--- src/rtl/rtc_cal_pkg.sv ---
package rtc_cal_pkg;
  localparam int ADDR_W = 6;
  localparam int REG_W  = 16;

  localparam logic [ADDR_W-1:0] OFS_HM    = 6'h00;
  localparam logic [ADDR_W-1:0] OFS_SEC   = 6'h04;
  localparam logic [ADDR_W-1:0] OFS_AHM   = 6'h08;
  localparam logic [ADDR_W-1:0] OFS_ASEC  = 6'h0C;
  localparam logic [ADDR_W-1:0] OFS_CTRL  = 6'h10;
  localparam logic [ADDR_W-1:0] OFS_STAT  = 6'h14;
  localparam logic [ADDR_W-1:0] OFS_IEN   = 6'h18;
  localparam logic [ADDR_W-1:0] OFS_DAY   = 6'h20;
  localparam logic [ADDR_W-1:0] OFS_ADAY  = 6'h24;

  localparam int HR_W  = 5;
  localparam int MIN_W = 6;
  localparam int SEC_W = 6;

  localparam int BIT_ALM  = 2;
  localparam int BIT_TICK = 4;
  localparam int BIT_RUN  = 7;
  localparam int BIT_CSEL = 5;
endpackage

--- src/rtl/rtc_tod_counter.sv ---
module rtc_tod_counter
  import rtc_cal_pkg::*;
#(
  parameter int DAY_W = 16
) (
  input  logic             clk,
  input  logic             rst,
  input  logic             adv,
  input  logic             ld_hm,
  input  logic             ld_sec,
  input  logic             ld_day,
  input  logic [HR_W-1:0]  ld_hr_val,
  input  logic [MIN_W-1:0] ld_mn_val,
  input  logic [SEC_W-1:0] ld_sc_val,
  input  logic [DAY_W-1:0] ld_day_val,
  output logic [HR_W-1:0]  hr_q,
  output logic [MIN_W-1:0] mn_q,
  output logic [SEC_W-1:0] sc_q,
  output logic [DAY_W-1:0] day_q,
  output logic [HR_W-1:0]  hr_d,
  output logic [MIN_W-1:0] mn_d,
  output logic [SEC_W-1:0] sc_d,
  output logic [DAY_W-1:0] day_d
);
  localparam logic [SEC_W-1:0] SEC_LAST = SEC_W'(59);
  localparam logic [MIN_W-1:0] MIN_LAST = MIN_W'(59);
  localparam logic [HR_W-1:0]  HR_LAST  = HR_W'(23);

  logic sc_wrap, mn_wrap, hr_wrap;

  always_comb begin
    sc_wrap = (sc_q >= SEC_LAST);
    mn_wrap = (mn_q >= MIN_LAST);
    hr_wrap = (hr_q >= HR_LAST);
    sc_d  = sc_q;
    mn_d  = mn_q;
    hr_d  = hr_q;
    day_d = day_q;
    if (adv) begin
      sc_d = sc_wrap ? '0 : sc_q + 1'b1;
      if (sc_wrap) begin
        mn_d = mn_wrap ? '0 : mn_q + 1'b1;
        if (mn_wrap) begin
          hr_d = hr_wrap ? '0 : hr_q + 1'b1;
          if (hr_wrap) day_d = day_q + 1'b1;
        end
      end
    end
    if (ld_sec) sc_d = ld_sc_val;
    if (ld_hm) begin
      hr_d = ld_hr_val;
      mn_d = ld_mn_val;
    end
    if (ld_day) day_d = ld_day_val;
  end

  always_ff @(posedge clk) begin
    if (rst) begin
      sc_q  <= '0;
      mn_q  <= '0;
      hr_q  <= '0;
      day_q <= '0;
    end else begin
      sc_q  <= sc_d;
      mn_q  <= mn_d;
      hr_q  <= hr_d;
      day_q <= day_d;
    end
  end


  sec_wrap_chk: assert property (@(posedge clk) disable iff (rst)
    (adv && sc_q == SEC_LAST && !ld_sec) |=> (sc_q == '0));


  hour_wrap_chk: assert property (@(posedge clk) disable iff (rst)
    (adv && sc_q == SEC_LAST && mn_q == MIN_LAST && hr_q == HR_LAST && !ld_sec && !ld_hm)
    |=> (hr_q == '0 && mn_q == '0));


  day_wrap_chk: assert property (@(posedge clk) disable iff (rst)
    (adv && sc_q == SEC_LAST && mn_q == MIN_LAST && hr_q == HR_LAST && day_q == '1
     && !ld_sec && !ld_hm && !ld_day) |=> (day_q == '0));


  hold_chk: assert property (@(posedge clk) disable iff (rst)
    (!adv && !ld_sec && !ld_hm && !ld_day) |=> $stable({hr_q, mn_q, sc_q, day_q}));
endmodule

--- src/rtl/rtc_alarm_match.sv ---
module rtc_alarm_match
  import rtc_cal_pkg::*;
#(
  parameter int DAY_W = 16
) (
  input  logic             clk,
  input  logic             rst,
  input  logic             ld_ahm,
  input  logic             ld_asec,
  input  logic             ld_aday,
  input  logic [HR_W-1:0]  ld_hr_val,
  input  logic [MIN_W-1:0] ld_mn_val,
  input  logic [SEC_W-1:0] ld_sc_val,
  input  logic [DAY_W-1:0] ld_day_val,
  input  logic             eval,
  input  logic [HR_W-1:0]  cur_hr,
  input  logic [MIN_W-1:0] cur_mn,
  input  logic [SEC_W-1:0] cur_sc,
  input  logic [DAY_W-1:0] cur_day,
  output logic [HR_W-1:0]  al_hr,
  output logic [MIN_W-1:0] al_mn,
  output logic [SEC_W-1:0] al_sc,
  output logic [DAY_W-1:0] al_day,
  output logic             hit
);
  always_ff @(posedge clk) begin
    if (rst) begin
      al_hr  <= '0;
      al_mn  <= '0;
      al_sc  <= '0;
      al_day <= '0;
    end else begin
      if (ld_ahm) begin
        al_hr <= ld_hr_val;
        al_mn <= ld_mn_val;
      end
      if (ld_asec) al_sc  <= ld_sc_val;
      if (ld_aday) al_day <= ld_day_val;
    end
  end

  always_comb begin
    hit = eval && (cur_day == al_day) && (cur_hr == al_hr)
               && (cur_mn == al_mn) && (cur_sc == al_sc);
  end
endmodule

--- src/rtl/rtc_irq_ctrl.sv ---
module rtc_irq_ctrl (
  input  logic       clk,
  input  logic       rst,
  input  logic       set_tick,
  input  logic       set_alm,
  input  logic       wr_stat,
  input  logic       wr_ien,
  input  logic [1:0] wr_bits,
  output logic [1:0] stat_q,
  output logic [1:0] ien_q,
  output logic       irq
);
  // bit 1 = tick source, bit 0 = alarm source
  logic [1:0] stat_d, ien_d, clr;

  always_comb begin
    clr    = wr_stat ? wr_bits : 2'b00;
    stat_d = (stat_q & ~clr) | {set_tick, set_alm};
    ien_d  = wr_ien ? wr_bits : ien_q;
  end

  always_ff @(posedge clk) begin
    if (rst) begin
      stat_q <= '0;
      ien_q  <= '0;
      irq    <= 1'b0;
    end else begin
      stat_q <= stat_d;
      ien_q  <= ien_d;
      irq    <= |(stat_d & ien_d);
    end
  end


  alm_rise_chk: assert property (@(posedge clk) disable iff (rst)
    $rose(stat_q[0]) |-> $past(set_alm));


  w1c_chk: assert property (@(posedge clk) disable iff (rst)
    (wr_stat && wr_bits[0] && !set_alm) |=> !stat_q[0]);


  keep_chk: assert property (@(posedge clk) disable iff (rst)
    (stat_q[1] && !(wr_stat && wr_bits[1])) |=> stat_q[1]);


  irq_chk: assert property (@(posedge clk) disable iff (rst)
    irq == |(stat_q & ien_q));
endmodule

--- src/rtl/rtc_calendar_core.sv ---
module rtc_calendar_core
  import rtc_cal_pkg::*;
#(
  parameter int DAY_W = 16
) (
  input  logic              clk,
  input  logic              rst,
  input  logic              tick_1hz,
  input  logic              wr_en,
  input  logic [ADDR_W-1:0] addr,
  input  logic [REG_W-1:0]  wdata,
  output logic [REG_W-1:0]  rdata,
  output logic              irq
);
  logic             run_q;
  logic [1:0]       csel_q;
  logic             adv;
  logic             wr_hm, wr_sec, wr_day, wr_ahm, wr_asec, wr_aday, wr_ctrl, wr_stat, wr_ien;
  logic [HR_W-1:0]  hr_q, hr_d, a_hr;
  logic [MIN_W-1:0] mn_q, mn_d, a_mn;
  logic [SEC_W-1:0] sc_q, sc_d, a_sc;
  logic [DAY_W-1:0] day_q, day_d, a_day;
  logic             alm_hit;
  logic [1:0]       stat_q, ien_q;
  logic [REG_W-1:0] rd_mux;

  always_comb begin
    wr_hm   = wr_en && addr == OFS_HM;
    wr_sec  = wr_en && addr == OFS_SEC;
    wr_ahm  = wr_en && addr == OFS_AHM;
    wr_asec = wr_en && addr == OFS_ASEC;
    wr_ctrl = wr_en && addr == OFS_CTRL;
    wr_stat = wr_en && addr == OFS_STAT;
    wr_ien  = wr_en && addr == OFS_IEN;
    wr_day  = wr_en && addr == OFS_DAY;
    wr_aday = wr_en && addr == OFS_ADAY;
    adv     = tick_1hz && run_q;
  end

  always_ff @(posedge clk) begin
    if (rst) begin
      run_q  <= 1'b0;
      csel_q <= 2'b00;
    end else if (wr_ctrl) begin
      run_q  <= wdata[BIT_RUN];
      csel_q <= wdata[BIT_CSEL +: 2];
    end
  end

  rtc_tod_counter #(.DAY_W(DAY_W)) u_tod (
    .clk(clk), .rst(rst), .adv(adv),
    .ld_hm(wr_hm), .ld_sec(wr_sec), .ld_day(wr_day),
    .ld_hr_val(wdata[8 +: HR_W]), .ld_mn_val(wdata[MIN_W-1:0]),
    .ld_sc_val(wdata[SEC_W-1:0]), .ld_day_val(wdata[DAY_W-1:0]),
    .hr_q(hr_q), .mn_q(mn_q), .sc_q(sc_q), .day_q(day_q),
    .hr_d(hr_d), .mn_d(mn_d), .sc_d(sc_d), .day_d(day_d)
  );

  rtc_alarm_match #(.DAY_W(DAY_W)) u_alm (
    .clk(clk), .rst(rst),
    .ld_ahm(wr_ahm), .ld_asec(wr_asec), .ld_aday(wr_aday),
    .ld_hr_val(wdata[8 +: HR_W]), .ld_mn_val(wdata[MIN_W-1:0]),
    .ld_sc_val(wdata[SEC_W-1:0]), .ld_day_val(wdata[DAY_W-1:0]),
    .eval(adv), .cur_hr(hr_d), .cur_mn(mn_d), .cur_sc(sc_d), .cur_day(day_d),
    .al_hr(a_hr), .al_mn(a_mn), .al_sc(a_sc), .al_day(a_day), .hit(alm_hit)
  );

  rtc_irq_ctrl u_irq (
    .clk(clk), .rst(rst),
    .set_tick(adv), .set_alm(alm_hit),
    .wr_stat(wr_stat), .wr_ien(wr_ien),
    .wr_bits({wdata[BIT_TICK], wdata[BIT_ALM]}),
    .stat_q(stat_q), .ien_q(ien_q), .irq(irq)
  );

  always_comb begin
    rd_mux = '0;
    case (addr)
      OFS_HM:   begin rd_mux[8 +: HR_W] = hr_q; rd_mux[MIN_W-1:0] = mn_q; end
      OFS_SEC:  rd_mux[SEC_W-1:0] = sc_q;
      OFS_AHM:  begin rd_mux[8 +: HR_W] = a_hr; rd_mux[MIN_W-1:0] = a_mn; end
      OFS_ASEC: rd_mux[SEC_W-1:0] = a_sc;
      OFS_CTRL: begin rd_mux[BIT_RUN] = run_q; rd_mux[BIT_CSEL +: 2] = csel_q; end
      OFS_STAT: begin rd_mux[BIT_TICK] = stat_q[1]; rd_mux[BIT_ALM] = stat_q[0]; end
      OFS_IEN:  begin rd_mux[BIT_TICK] = ien_q[1]; rd_mux[BIT_ALM] = ien_q[0]; end
      OFS_DAY:  rd_mux[DAY_W-1:0] = day_q;
      OFS_ADAY: rd_mux[DAY_W-1:0] = a_day;
      default:  rd_mux = '0;
    endcase
  end

  always_ff @(posedge clk) begin
    if (rst) rdata <= '0;
    else     rdata <= rd_mux;
  end


  run_bit_chk: assert property (@(posedge clk) disable iff (rst)
    wr_ctrl |=> (run_q == $past(wdata[BIT_RUN])));


  idle_stat_chk: assert property (@(posedge clk) disable iff (rst)
    (!run_q && !wr_en) |=> $stable(stat_q));
endmodule

--- config.mk ---
export PLATFORM = sky130hd
export DESIGN_NAME = rtc_calendar_core
export DESIGN_NICKNAME = d
export VERILOG_FILES = /design/src/rtl/rtc_cal_pkg.sv /design/src/rtl/rtc_tod_counter.sv /design/src/rtl/rtc_alarm_match.sv /design/src/rtl/rtc_irq_ctrl.sv /design/src/rtl/rtc_calendar_core.sv
export SDC_FILE = /design/constraint.sdc
export NUM_CORES = 1
export LEC_CHECK = 0
export ABC_AREA = 1
export BUFFER_PORTS_ARGS = -buffer_cell sky130_fd_sc_hd__buf_2
export CORE_ASPECT_RATIO = 2
export CORE_MARGIN = 10
export CORE_UTILIZATION = 50
export CTS_BUF_LIST = sky130_fd_sc_hd__clkbuf_16
export DETAILED_ROUTE_END_ITERATION = 8
export GPL_ROUTABILITY_DRIVEN = 1
export PLACE_DENSITY = 0.74
export SETUP_SLACK_MARGIN = 0.02
export SYNTH_ARGS = -nofsm -noshare
export SYNTH_HDL_FRONTEND = slang
export SYNTH_HIERARCHICAL = 1
export SYNTH_SLANG_ARGS = --single-unit
export TNS_END_PERCENT = 30
--- constraint.sdc ---
create_clock -name clk -period 6 [get_ports clk]
set_input_delay 0.9 -clock clk [delete_from_list [all_inputs] [get_ports clk]]
set_output_delay 0.9 -clock clk [all_outputs]
set_load 0.02 [all_outputs]
; Word-level counts from Yosys, hierarchy flattened
; Index checks and enable logic that the tools add are counted.
[totals]
inputBits = 26
regBits = 90
out_inout_bits = 17
word_cells = 80
[op_classes]
magnitude_cmp = 3
n_reduce_logical = 16
addsub = 4
mux = 27
eq_ne = 12
bitwise_logic = 4
[op_table]
columns = cell, count
row1 = $mux 16, 5
row2 = $mux 6, 7
row3 = $mux 5, 5
row4 = $pmux 5 s4, 1
row5 = $eq 6x5->1 const B, 3
row6 = $add 16x1->16 const B, 1
row7 = $eq 16x16->1, 1
row8 = $pmux 1 s8, 2
row9 = $logic_and 1x1->1, 14
row10 = $add 6x1->6 const B, 2
row11 = $eq 6x4->1 const B, 2
row12 = $eq 6x6->1, 2
row13 = $eq 6x6->1 const B, 2
row14 = $ge 6x6->1 const B, 2
row15 = $pmux 2 s6, 1
row16 = $pmux 1 s7, 1
row17 = $eq 6x3->1 const B, 1
row18 = $logic_not 6->1, 1
row19 = $pmux 1 s6, 1
row20 = $pmux 2 s3, 1
row21 = $pmux 3 s2, 1
row22 = $add 5x1->5 const B, 1
row23 = $eq 5x5->1, 1
row24 = $ge 5x5->1 const B, 1
row25 = 5 further kinds, 7

; Depth between registers and ports, before layout
; Gate-level depths: netlist of the first run.
[depth]
word_depth = 14
ltp_mapped = 24
depth_no_buf = 24

; Modules after synthesis
; The synthesis of the first run kept the hierarchy.
[modules_own_cells]
columns = module, area_per_inst_um2, seq_area_each_um2, cells_per_inst, instances
row1 = rtc_tod_counter, 2233.4, 660.6, 352, 1
row2 = rtc_alarm_match, 1760.4, 660.6, 267, 1
row3 = rtc_calendar_core, 1316.3, 380.4, 216, 1
row4 = rtc_irq_ctrl, 193.9, 100.1, 28, 1

; Worst setup path before layout of the first run
; No wires, ideal clock.
[synth_timing]
path_type = input-to-reg
from = input addr[1]
to = register u_irq.irq
n_path_buf = 1
setup_slack_ns = 2.880
arrival_ns = 3.062
stages = 20
path_cell_list = nor2_4 > buf_2 > nand2_1 > nor4_1 > inv_1 > nand2_1 > inv_1 > a22oi_1 > inv_1 > nand2_1 > nand2_1 > nor2_2 > nand2_1 > nor2_1 > nand3_1 > nor2_1 > inv_1 > nand2_1 > nand3_1 > nand2_1
[synth_between]
word_cells_on_any_way = 29
[synth_lines]
columns = item, line_no
row1 = "start, declared", rtc_calendar_core.sv:10  ; input logic [ADDR_W-1:0] addr,
row2 = $eq 6x3->1, rtc_calendar_core.sv:29  ; wr_sec = wr_en && addr == OFS_SEC;
row3 = $logic_and 1x1->1, rtc_calendar_core.sv:29
row4 = named net wr_sec, rtc_calendar_core.sv:18  ; logic wr_hm, wr_sec, wr_day, wr_ahm, wr_asec, wr_aday, wr_ctrl, wr_stat, wr_ien;
row5 = $mux 6, rtc_tod_counter.sv:49  ; if (ld_sec) sc_d = ld_sc_val;
row6 = named net sc_d[3], rtc_calendar_core.sv:21  ; logic [SEC_W-1:0] sc_q, sc_d, a_sc;
row7 = $eq 6x6->1, rtc_alarm_match.sv:44  ; && (cur_mn == al_mn) && (cur_sc == al_sc);
row8 = $logic_and 1x1->1, rtc_alarm_match.sv:44
row9 = named net alm_hit, rtc_calendar_core.sv:23  ; logic alm_hit;
row10 = $or 2x2->2, rtc_irq_ctrl.sv:18  ; stat_d = (stat_q & ~clr) | {set_tick, set_alm};
row11 = $and 2x2->2, rtc_irq_ctrl.sv:30  ; irq <= |(stat_d & ien_d);
row12 = $reduce_or 2->1, rtc_irq_ctrl.sv:30
row13 = "end signal, assigned", rtc_irq_ctrl.sv:30
row14 = "end, declared", rtc_irq_ctrl.sv:11  ; output logic irq
; The timed path passes the listed nets, and every way through them passes these cells.
; A chain may end at the register's enable or synchronous reset.

; Final worst setup path of the first run
[layout_timing]
from = input addr[5]
to = register u_irq.irq
[layout_between]
elab_chain_cells = 11
word_cells_on_any_way = 29
[layout_lines]
columns = item, line_no
row1 = $eq 6x6->1, rtc_calendar_core.sv:35  ; wr_day = wr_en && addr == OFS_DAY;
row2 = $logic_and 1x1->1, rtc_calendar_core.sv:35
row3 = named net wr_day, rtc_calendar_core.sv:18
row4 = $mux 16, rtc_tod_counter.sv:54  ; if (ld_day) day_d = ld_day_val;
row5 = named net day_d[3], rtc_calendar_core.sv:22  ; logic [DAY_W-1:0] day_q, day_d, a_day;
row6 = $eq 16x16->1, rtc_alarm_match.sv:43  ; hit = eval && (cur_day == al_day) && (cur_hr == al_hr)
row7 = $logic_and 1x1->1 (2 in series), rtc_alarm_match.sv:43
row8 = $logic_and 1x1->1 (2 in series), rtc_alarm_match.sv:44
row9 = named net alm_hit, rtc_calendar_core.sv:23
row10 = $or 2x2->2, rtc_irq_ctrl.sv:18
row11 = $and 2x2->2, rtc_irq_ctrl.sv:30
row12 = $reduce_or 2->1, rtc_irq_ctrl.sv:30
; The timed path passes the listed nets, and every way through them passes these cells.

==> results of run 1 <==
## per-layer routing
| metal | GRT usage, % | up-vias | wire length (um) |
|---|---|---|---|
| met5 | 0 | - | 0 |
| met4 | 17.8 | 0 | 1460 |
| met3 | 4.19 | 75 | 961 |
| met2 | 40.0 | 220 | 9230 |
| met1 | 21.5 | 2570 | 6100 |
| li1 | - | 2821 | - |
## Yosys cell counts (6+ instances only)
master / number / area share, %
nand3_1: 55 / 5.0
nor2_1: 102 / 7.0
nand3_2: 9 / 1.6
nand2_1: 276 / 19
o21ai_0: 21 / 1.9
a211oi_1: 16 / 2.2
o21ai_1: 6 / 0.55
inv_2: 11 / 0.75
dfxtp_1: 90 / 33
nor2_4: 7 / 1.4
nor2_2: 8 / 0.91
clkbuf_1: 8 / 0.55
xnor2_1: 10 / 1.6
a21oi_1: 49 / 4.5
buf_2: 9 / 0.82
inv_1: 102 / 7.0
nand4_1: 24 / 2.7
a211oi_2: 7 / 1.6
## cell type report
type,count,area [sq um],area share [%]
Tap cell,140,175,2.89
Clock inverter,7,77.6,1.28
Sequential cell,90,1800,29.7
Clock buffer,9,225,3.72
Timing Repair Buffer,46,240,3.97
Multi-Input combinational cell,633,3110,51.3
Inverter,114,430,7.11
## final timing paths
| path | to | cells after the start |
|---|---|---|
| setup / recovery | u_irq/irq | 21 |
| hold / removal | u_alm/al_mn[3] | 2 |
| setup reg to reg | u_irq/irq | 23 |
| hold reg to reg | u_alm/al_mn[3] | 2 |
## cell usage in the layout (no fill, tap or decap), types with 2 or more instances in the layout
| master | Yosys | layout |
|---|---|---|
| buf_2 | 9 | 42 |
| nor2_2 | 8 | 8 |
| or2_2 | 3 | 3 |
| nand4_1 | 24 | 24 |
| clkinv_4 | 0 | 3 |
| nor2_8 | 2 | 2 |
| o21a_1 | 4 | 4 |
| o211ai_1 | 3 | 3 |
| dfxtp_1 | 90 | 90 |
| a21oi_2 | 4 | 4 |
| buf_4 | 2 | 4 |
| xnor2_1 | 10 | 10 |
| nor2_4 | 7 | 7 |
| inv_1 | 102 | 102 |
| inv_2 | 11 | 11 |
| o21ai_1 | 6 | 6 |
| a211oi_1 | 16 | 16 |
| nor3_1 | 4 | 4 |
| a21oi_1 | 49 | 49 |
| o21bai_1 | 3 | 3 |
| a211oi_2 | 7 | 7 |
| o21ai_0 | 21 | 21 |
| ha_1 | 4 | 4 |
| nand2_2 | 5 | 5 |
| nand2_4 | 2 | 2 |
| nand3_2 | 9 | 9 |
| nor2_1 | 102 | 102 |
| clkbuf_16 | 0 | 9 |
| nor4_1 | 2 | 2 |
| nand2_1 | 276 | 276 |
| nand3_1 | 55 | 55 |
## critical path, stage by stage
cell	delay [ns]
buf_2	0.12
inv_1	0.07
nor2_2	0.38
nand3_1	0.24
nor2_1	0.14
buf_4	0.20
inv_1	0.33
or2_2	0.40
nand2_1	0.10
inv_2	0.04
nand2_1	0.06
nand2_1	0.05
nor2_1	0.09
nand2_1	0.06
nor2_1	0.08
nand3_1	0.14
nor2_1	0.11
inv_1	0.06
nand2_1	0.06
nand3_1	0.06
nand2_1	0.06
## through the flow
step	hold slack (ns)	instances
6_report	0.485	1039
5_1_grt	0.513	1039
4_1_cts	0.483	1039
3_5_place_dp	0.473	1023
3_3_place_gp	0.465	1023
2_1_floorplan	0.452	863
## report_power, final
part	internal (uW)	switching, uW	total (uW)
clock	326	251	577
combinational	17.1	54.1	71.2
sequential	600	3.06	603
## sequential cells by signal (all words and copies together), names as in the netlist
signal        cells
u_alm/al_mn       6
u_tod/mn_q        6
u_tod/sc_q        6
csel_q            2
rdata            16
u_alm/al_hr       5
u_alm/al_sc       6
u_tod/day_q      16
u_irq/ien_q       2
u_alm/al_day     16
u_tod/hr_q        5
run_q             1
u_irq/irq         1
u_irq/stat_q      2
## cells by family (layout without fill, tap and decap cells)
kind of cell             after synthesis  after routing  synth area share, %
AO/OA/AOI/OAI                        116            116                 13.1
buffers and inverters                140            176                 10.8
AND/OR/NAND/NOR                      502            502                 40.7
adder cells (fa/ha/maj)                4              4                0.909
flip-flops                            90             90                 32.7
XOR/XNOR                              11             11                 1.75
==> metrics.md, run 1 <==
| Metric | Value |
|---|---|
| Ys flop type | `dfxtp_1` |
| Yosys cell types | `41` |
| Clock Path Buffers | `2` |
| N_diodes | `0` |
| Least-Margin Pin Slew | `1.08 ns` |
| Row count | `54` |
| TritonCTS clock tree | `done` |
| Clock Latency Late Sink | `0.34 ns` |
| Fillers | `1137` |
| Hold_sp | `u_alm/al_mn[3]` |
| WL final | `about 18000 um` |
| Quantity of hold-fixing buffers added after cts | `0` |
| Pin count of the biggest net entering global routing | `53` |
| Pwr Density | `207 nW/um^2` |
| Post-CTS setup buffers | `0` |
| Kind of critical path | `in -> reg` |
| VDD IR-drop max | `190 uV` |
| First-pass GRT wire length | `27700 um` |
| Post-layout min period | `roughly 3.5 ns` |
| Port bufs | `42` |
| DR iter-0 viols | `475` |
| Post-layout nets | `924` |
| Final ANT Viol Nets | `0` |
| CORE AREA | `10900 sq um` |
| Clk sinks | `90` |
| Die area | `15900 sq um` |
| H-tree depth | `3` |
| Count of endpoints failing setup in the final report | `0` |
| Setup TNS | `0 ns` |
| Worst Path Required | `6.29 ns` |
| Fin. max-slew vios | `0` |
| DRC Markers | `0` |
| Area grow syn2layout | `10.0%` |
| Flop-to-flop setup slack | `between 3 and 4 ns` |
| Post-DP HPWL | `13600 um` |
| Initial antenna violation count | `0` |
| Setup crit start kind | `input port` |
| Tot Pwr | `1250 uW` |
| F_max | `0.289 GHz` |
| Starting density of the core | `between 50% and 60%` |
| Mapped Avg Cell Area | `6.38 sq um` |
| Worst-path fanout max | `22` |
| Fin. Hold Viols | `0` |
| 1st-pass router iterations | `5` |
| Die X | `94.2 um` |
| Reg2Reg Launch Point | `u_tod/hr_q[0]` |
| Syn Inst Count | `863` |
| Ports | `43` |
| Grt total ovfl | `0` |
| Num CTS Buffers | `9` |
| Routed wire length per instance | `roughly 17 um` |
| Status | `finished, final reports clean` |
| Yosys synthesis warning count | `6` |
| Final setup margin | `roughly 2.5 ns` |
| Worst-path clk slew | `roughly 0.07 ns` |
| Die height | `between 150 and 200 um` |
| Synth async-reset ratio | `0%` |
| HP Class | `reg -> reg` |
| Worst setup path start | `addr[5]` |
| CP Capture Type | `register` |
| Total GRT Usage | `22.5%` |
| Syn Nets | `a little under 900` |
| Post-CTS Resized | `0` |
| Post-synthesis register bit count | `90` |
| Maxcap violations | `0` |
| Root Driver | `clkbuf_16` |
| GPL Wtd Cong | `1.01` |
| Final Cycle Share | `57.7%` |
| Vias | `5686` |
| Pre-CTS setup slack | `2.25 ns` |
| Layout cells sized above 1 | `a little over an eighth` |
| Unrepaired setup endpoints after global routing | `false` |
| Placed Area | `5750 sq um` |
| Critical Path AT | `3.76 ns` |
| Rel. slew slack | `27.7%` |
| Layout Cell Area excl Fill | `6060 sq um` |
| Vias per inst | `5.47` |
| Vias in the first global route | `5475` |
| Post-Syn Area | `5500 sq um` |
| Sequential-to-total area share from yosys stat | `32.7%` |
| Post-layout util | `55.7%` |
| Worst clock skew | `0.00511 ns` |
| Post-synth EDFFs | `0` |
| Leakage | `between 0.002 and 0.003 uW` |
(Power assumes the default switching activity.)
==> inputs of run 2 (changes only) <==
- ABC_AREA: 1 -> 0
- PLACE_DENSITY: 0.74 -> 0.75
- clock period: 6 -> 3.2 ns (I/O delays scaled with it)
==> run 2 against run 1 <==
  * Largest cell class unchanged
  * Largest power group unchanged
  * Register-to-register slack got worse by 3.0 ns
  * Count of clock-buffer cells in the layout did not move
  * Global-route usage rose by 0.88 points
  * Worst setup slack got worse by 2.4 ns
  * Die area fell by 5.2%
  * Final area rose by 2.2%
  * Utilization rose by 5.7 points
  * Power rose by 96%
  * Critical endpoint unchanged
  * Critical path depth fell by 10
  * Clock power rose by 89%
  * Worst hold slack got worse by 0.098 ns
  * Highest routed layer unchanged
  * Synthesized cell count fell by 30%
==> metrics.md, run 2 <==
| Metric | Value |
|---|---|
| Pin count of the biggest net entering global routing | `74 (was 53)` |
| Syn Nets | `635 (was 893)` |
| Status | `finished, final reports clean (unchanged)` |
| Logic pwr share | `8.5% (was 5.7%)` |
| Synth async-reset ratio | `0% (unchanged)` |
| Leading cell type in the layout, fill and taps excluded | `dfxtp_1 (was nand2_1)` |
| Post-layout util | `61.4% (was 55.7%)` |
| Post-Syn Area | `5160 sq um (was 5500 sq um)` |
| Vias in the first global route | `5213 (was 5475)` |
| Grt total ovfl | `0 (unchanged)` |
| HP Class | `in -> reg (was reg -> reg)` |
| TritonCTS clock tree | `done (unchanged)` |
| 1st-pass router iterations | `6 (was 5)` |
| Port bufs | `42 (unchanged)` |
| Layout cells sized above 1 | `21.1% (was 13.6%)` |
| N_diodes | `0 (unchanged)` |
| Unrepaired setup endpoints after global routing | `false (unchanged)` |
| GPL Wtd Cong | `1.00 (was 1.01)` |
| Sequential-to-total area share from yosys stat | `34.9% (was 32.7%)` |
| Most frequent cells after synthesis | `90 x dfxtp_1, 70 x nor2_1, 48 x mux2i_1 (was 276 x nand2_1, 102 x inv_1, 102 x nor2_1)` |
| WL final | `18100 um (was 17700 um)` |
| Worst-path fanout max | `6 (was 22)` |
| Post-synthesis register bit count | `90 (unchanged)` |
| Met2 wire length | `9750 um (was 9230 um)` |
| CORE AREA | `10100 sq um (was 10900 sq um)` |
| Yosys synthesis warning count | `6 (unchanged)` |
| Initial antenna violation count | `0 (unchanged)` |
| Placed Area | `5870 sq um (was 5750 sq um)` |
| Routed length on met1 | `6220 um (was 6100 um)` |
| Tot Pwr | `2450 uW (was 1250 uW)` |
| Fin. max-slew vios | `0 (unchanged)` |
| P_sw | `621 uW (was 308 uW)` |
| Pwr Density | `396 nW/um^2 (was 207 nW/um^2)` |
| Ports | `43 (unchanged)` |
| Final Cycle Share | `between 90% and 100%` |
| H-tree depth | `3 (unchanged)` |
| Post-layout min period | `3.03 ns` |
| Mapped Avg Cell Area | `8.54 sq um (was 6.38 sq um)` |
| Root Driver | `clkbuf_16 (unchanged)` |
| VDD IR-drop max | `270 uV (was 190 uV)` |
| Yosys cell types | `63 (was 41)` |
| Vias per inst | `6.37 (was 5.47)` |
| Vias | `5271 (was 5686)` |
| Syn Inst Count | `605 (was 863)` |
| Fillers | `902 (was 1137)` |
| Die height | `164 um (was 168 um)` |
| Num CTS Buffers | `9 (unchanged)` |
| Max incr delay on CP | `0.58 ns (was 0.40 ns)` |
| Final setup margin | `0.170 ns (was 2.54 ns)` |
| Critical path's top delay family | `compound AO/OA/AOI/OAI gates (was simple AND/OR/NAND/NOR gates)` |
| Ys flop type | `dfxtp_1 (unchanged)` |
| CP Capture Type | `register (unchanged)` |
| Critical Path AT | `3.28 ns (was 3.76 ns)` |
| Most common cell in the netlist | `dfxtp_1 (was nand2_1)` |
| Worst clock skew | `0.00537 ns (was 0.00511 ns)` |
| Least-Margin Pin Slew | `0.802 ns (was 1.08 ns)` |
| Sequential Power Share | `46.8% (was 48.2%)` |
| CP max-delay cell | `o311ai_0 (was or2_2)` |
| Maxcap violations | `0 (unchanged)` |
| Routed wire length on met3 | `836 um (was 961 um)` |
| F_max | `about 0.33 GHz` |
| Rel. slew slack | `46.6% (was 27.7%)` |
| Worst-path clk slew | `0.07 ns (about the same)` |
| Clk pwr share | `44.7% (was 46.1%)` |
| Worst Path Required | `3.45 ns (was 6.29 ns)` |
| Sw frac | `25.4% (was 24.7%)` |
| Post-layout nets | `717 (was 924)` |
| Int Power | `1830 uW (was 943 uW)` |
| Commonest cells after routing, fill and taps aside | `90 x dfxtp_1, 70 x nor2_1, 64 x buf_4, 48 x mux2i_1, 42 x buf_2 (was 276 x nand2_1, 102 x inv_1, 102 x nor2_1, 90 x dfxtp_1, 55 x nand3_1)` |
| Synth top area cells | `dfxtp_1 35%, mux2i_1 9.3%, xor2_1 5.6% (was dfxtp_1 33%, nand2_1 19%, inv_1 7.0%)` |
| Routed wire length per instance | `21.8 um (was 17.1 um)` |
| Leakage | `0.00262 uW (was 0.00269 uW)` |
| Row count | `52 (was 54)` |
| Layout Cell Area excl Fill | `6190 sq um (was 6060 sq um)` |
| Count of endpoints failing setup in the final report | `0 (unchanged)` |
| Pre-CTS setup slack | `0.0137 ns (was 2.25 ns)` |
| Clk sinks | `90 (unchanged)` |
| Starting density of the core | `51.2% (was 50.6%)` |
| Bufs and invs on worst path | `1 (was 6)` |
| Clock Path Buffers | `2 (unchanged)` |
| DRC Markers | `0 (unchanged)` |
| Die X | `91.9 um (was 94.2 um)` |
| DR iter-0 viols | `409 (was 475)` |
| Setup TNS | `0 ns (unchanged)` |
| Clock Latency Late Sink | `0.35 ns (was 0.34 ns)` |
| CP cell instances | `ha_1, o2111a_4, buf_4, o211a_1, o311ai_0, xor2_1, nor4_1, nand4_1, nor3_2, a21oi_1, o32ai_1 (was buf_2, inv_1, nor2_2, nand3_1, nor2_1, buf_4, inv_1, or2_2, nand2_1, inv_2, nand2_1, nand2_1, nor2_1, nand2_1, nor2_1, nand3_1, nor2_1, inv_1, nand2_1, nand3_1, nand2_1)` |
| Total GRT Usage | `23.4% (was 22.5%)` |
| First-pass GRT wire length | `27600 um (was 27700 um)` |
| Post-DP HPWL | `13800 um (was 13600 um)` |
| Die area | `15000 sq um (was 15900 sq um)` |
| Uppermost layer routed | `met4 (unchanged)` |
| Post-synth EDFFs | `0 (unchanged)` |
| Area leader, netlist | `dfxtp_1 (unchanged)` |
| Fin. Hold Viols | `0 (unchanged)` |
| Final ANT Viol Nets | `0 (unchanged)` |
| Regs by FF count | `rdata (16), u_alm/al_day (16), u_tod/day_q (16) (unchanged)` |
| Synth top area share | `34.9% (was 32.7%)` |
| Area grow syn2layout | `19.8% (was 10.0%)` |
| Kind of critical path | `reg -> reg (was in -> reg)` |
| Setup crit start kind | `register (was input port)` |
run 2: repair_timing:
action	in CTS	in global routing
hold buffers	0	0
endpoints found under the setup margin	0	2
setup buffers	0	1
gates resized for setup	0	5
run 2: cell type report:
type                    instances  area (sq um)  share of cell area [%]
flip-flops and latches         90          1800                    29.1
inverters                      12          45.0                   0.728
repair buffers                107           711                    11.5
clock inverters                 7          77.6                    1.25
clock buffers                   9           225                    3.64
well taps                     135           169                    2.73
multi-input cells             467          3160                    51.1
run 2: cell families (layout without fill, tap and decap cells):
group	Yosys count	count (layout)	share of synthesized area (%)
compound gates	138	138	18.5
xor+xnor	34	34	5.77
fa+ha+maj	4	4	0.969
buf+inv	48	135	4.19
flops	90	90	34.9
mux	58	58	12.1
simple gates	233	233	23.6
run 2: layer usage:
metal	up-vias	global-route usage (%)
li1	2424	-
met1	2532	22.3
met2	239	43.3
met3	76	4.07
met4	0	17.2
met5	-	0
run 2: final timing paths:
path | from | endpoint | slack, ns | cells after the start
worst max-delay path | u_tod/mn_q[1] | u_irq/irq | 0.17 | 11
worst max register to register | u_tod/mn_q[1] | u_irq/irq | 0.17 | 11
worst min register to register | csel_q[1] | csel_q[1] | 0.46 | 2
worst min-delay path | wdata[15] | u_alm/al_day[15] | 0.39 | 3
run 2: worst reg2reg max path: stages (launching register included):
cell      delay (ns)
dfxtp_1         0.33
ha_1            0.22
o2111a_4        0.34
buf_4           0.16
o211a_1         0.21
o311ai_0        0.58
xor2_1          0.15
nor4_1          0.34
nand4_1         0.15
nor3_2          0.24
a21oi_1         0.08
o32ai_1         0.12
run 2: stage by stage:
stage	hold WS [ns]	instances
finish	0.388	827
global route	0.419	827
CTS	0.384	826
detailed placement	0.448	810
global placement	0.448	810
floorplan	0.436	605
run 2: power by group through the flow:
stage	registers, uW	clock network [uW]	logic [uW]
finish	1150	1090	209
CTS	1140	1110	205
global route	1150	1150	226
detailed placement	1170	0	204
floorplan	1170	0	113
global placement	1170	0	201
==> inputs of run 3 (changes only) <==
- clock period: 3.2 -> 3 ns (I/O delays scaled with it)
==> run 3 against run 2 <==
  * Die area unchanged
  * First-iteration DRC count increased by 30%
  * Utilization increased by 4.5 points
  * Count of clock-buffer cells in the layout unchanged
  * Via count increased by 2.9%
  * Combinational power increased by 12%
  * Sequential cell count unchanged
  * Register-to-register slack got worse by 0.04 ns
  * Sequential power increased by 6%
  * Highest routed layer unchanged
==> metrics.md, run 3 (synthesis results as in run 2) <==
| Metric | Value |
|---|---|
| Clk sinks | `90 (unchanged)` |
| Maxcap violations | `0 (unchanged)` |
| Regs by FF count | `rdata (16), u_alm/al_day (16), u_tod/day_q (16) (unchanged)` |
| Die area | `15000 sq um (unchanged)` |
| WL final | `19000 um (was 18100 um)` |
| Initial antenna violation count | `0 (unchanged)` |
| Die X | `91.9 um (unchanged)` |
| Status | `finished, final reports clean (unchanged)` |
| Fin. max-slew vios | `0 (unchanged)` |
| First-pass GRT wire length | `28900 um (was 27600 um)` |
| Num CTS Buffers | `9 (unchanged)` |
| VDD IR-drop max | `484 uV (was 270 uV)` |
| Final ANT Viol Nets | `0 (unchanged)` |
| Critical Path AT | `3.14 ns (was 3.28 ns)` |
| GPL Wtd Cong | `1.01 (was 1.00)` |
| Row count | `52 (unchanged)` |
| Setup crit start kind | `register (unchanged)` |
| CP Capture Type | `register (unchanged)` |
| Worst-path clk slew | `0.07 ns (about the same)` |
| Quantity of hold-fixing buffers added after cts | `0 (unchanged)` |
| Hold Slack | `0.365 ns (was 0.388 ns)` |
| DRC Markers | `0 (unchanged)` |
| Post-layout util | `65.9% (was 61.4%)` |
| Root Driver | `clkbuf_16 (unchanged)` |
| Grt total ovfl | `0 (unchanged)` |
| Worst-path fanout max | `4 (was 6)` |
| Post-layout nets | `755 (was 717)` |
| CORE AREA | `10100 sq um (unchanged)` |
| 1st-pass router iterations | `5 (was 6)` |
| Least-Margin Pin Slew | `0.806 ns (was 0.802 ns)` |
| F_max | `0.348 GHz (was 0.330 GHz)` |
| Pwr Density | `394 nW/um^2 (was 396 nW/um^2)` |
| N_diodes | `0 (unchanged)` |
| Ports | `43 (unchanged)` |
| Post-layout min period | `2.87 ns (was 3.03 ns)` |
| Worst clock skew | `0.00797 ns (was 0.00537 ns)` |
| Fillers | `862 (was 902)` |
| Clock Latency Late Sink | `0.34 ns (was 0.35 ns)` |
| Layout cells sized above 1 | `28.2% (was 21.1%)` |
| Pin count of the biggest net entering global routing | `74 (unchanged)` |
| Kind of critical path | `reg -> reg (unchanged)` |
| Rel. slew slack | `46.3% (was 46.6%)` |
| Starting density of the core | `51.2% (unchanged)` |
| H-tree depth | `3 (unchanged)` |
| Commonest cells after routing, fill and taps aside | `99 x buf_4, 88 x dfxtp_1, 70 x nor2_1, 48 x mux2i_1, 42 x buf_2 (was 90 x dfxtp_1, 70 x nor2_1, 64 x buf_4, 48 x mux2i_1, 42 x buf_2)` |
| Final Cycle Share | `95.7% (was 94.7%)` |
| Clock Path Buffers | `2 (unchanged)` |
| Worst Path Required | `3.27 ns (was 3.45 ns)` |
| Vias per inst | `6.27 (was 6.37)` |
| Post-DP HPWL | `14500 um (was 13800 um)` |
| Die height | `164 um (unchanged)` |
| Total GRT Usage | `24.5% (was 23.4%)` |
| Area grow syn2layout | `28.6% (was 19.8%)` |
| Port bufs | `42 (unchanged)` |
| Fin. Hold Viols | `0 (unchanged)` |
| HP Class | `in -> reg (unchanged)` |
| Leakage | `0.00283 uW (was 0.00262 uW)` |
| Vias | `5423 (was 5271)` |
| Routed wire length per instance | `22.0 um (was 21.8 um)` |
| Leading cell type in the layout, fill and taps excluded | `buf_4 (was dfxtp_1)` |
| Count of endpoints failing setup in the final report | `0 (unchanged)` |
| Vias in the first global route | `5370 (was 5213)` |
| DR iter-0 viols | `531 (was 409)` |
| TritonCTS clock tree | `done (unchanged)` |
## run 3: changes by cell type in the layout (fill, tap and decap cells not counted), moves of 2 or more
cell / delta
buf_4: +35
nor4_2: +2
dfxtp_2: +2
o31ai_1: -2
inv_6: +2
dfxtp_1: -2
ha_1: -2
buf_6: +2
a31oi_2: +2
a31oi_4: +2
nor4_1: -3
a31oi_1: -4
and2_1: -2
## run 3: final timing paths
| path | slack, ns | from | depth (start not counted) | endpoint |
|---|---|---|---|---|
| worst max-delay path | 0.13 | u_tod/mn_q[1] | 14 | u_irq/stat_q[0] |
| worst max register to register | 0.13 | u_tod/mn_q[1] | 14 | u_irq/stat_q[0] |
| worst min register to register | 0.46 | csel_q[1] | 2 | csel_q[1] |
| worst min-delay path | 0.36 | wdata[13] | 3 | u_alm/al_day[13] |
## run 3: critical path, cell delays in order, from the launching register on
cell	delay (ns)
dfxtp_2	0.36
ha_4	0.14
o2111a_4	0.28
buf_4	0.13
buf_4	0.10
nand3_1	0.12
or3_1	0.38
a31oi_1	0.22
xor2_1	0.10
nor4_2	0.28
buf_4	0.18
nand4_1	0.13
nor3_4	0.20
a21oi_2	0.07
nor2_1	0.11
## run 3: through the flow
| step | setup WS, ns | TNS, ns | area [sq um] | cells | power [uW] |
|---|---|---|---|---|---|
| global route | -0.0114 | -0.0114 | 6640 | 865 | 2690 |
| floorplan | 0.115 | 0 | 5160 | 605 | 1370 |
| CTS | 0.0215 | 0 | 6440 | 861 | 2620 |
| detailed placement | -0.278 | -0.523 | 6130 | 845 | 1470 |
| global placement | -0.225 | -0.405 | 6130 | 845 | 1470 |
| finish | 0.130 | 0 | 6640 | 865 | 2620 |
## run 3: layer usage
| metal | wire length [um] | GRT usage (%) | part of all wire (%) |
|---|---|---|---|
| met3 | 1040 | 4.62 | 5.5 |
| met2 | 10200 | 44.4 | 54 |
| met1 | 6510 | 24.5 | 34 |
| met4 | 1260 | 16.8 | 6.6 |
| met5 | 0 | 0 | 0 |
## run 3: repair_timing
item / in CTS / in global routing
pin swaps: 0 / 13
gates cloned: 0 / 0
endpoints found under the setup margin: 2 / 2
buffers inserted: 0 / 5
gates resized for setup: 5 / 33
## run 3: layout make-up
cell class / count / area [sq um] / share of cell area [%]
Multi-Input combinational cell: 467 / 3310 / 49.9
Inverter: 12 / 45.0 / 0.678
Tap cell: 135 / 169 / 2.54
Timing Repair Buffer: 145 / 1010 / 15.2
Clock inverter: 7 / 75.1 / 1.13
Sequential cell: 90 / 1800 / 27.2
Clock buffer: 9 / 225 / 3.39
## run 3: power breakdown
group	switching, uW	internal [uW]
clock	511	654
combinational	144	90.7
sequential	14.0	1210
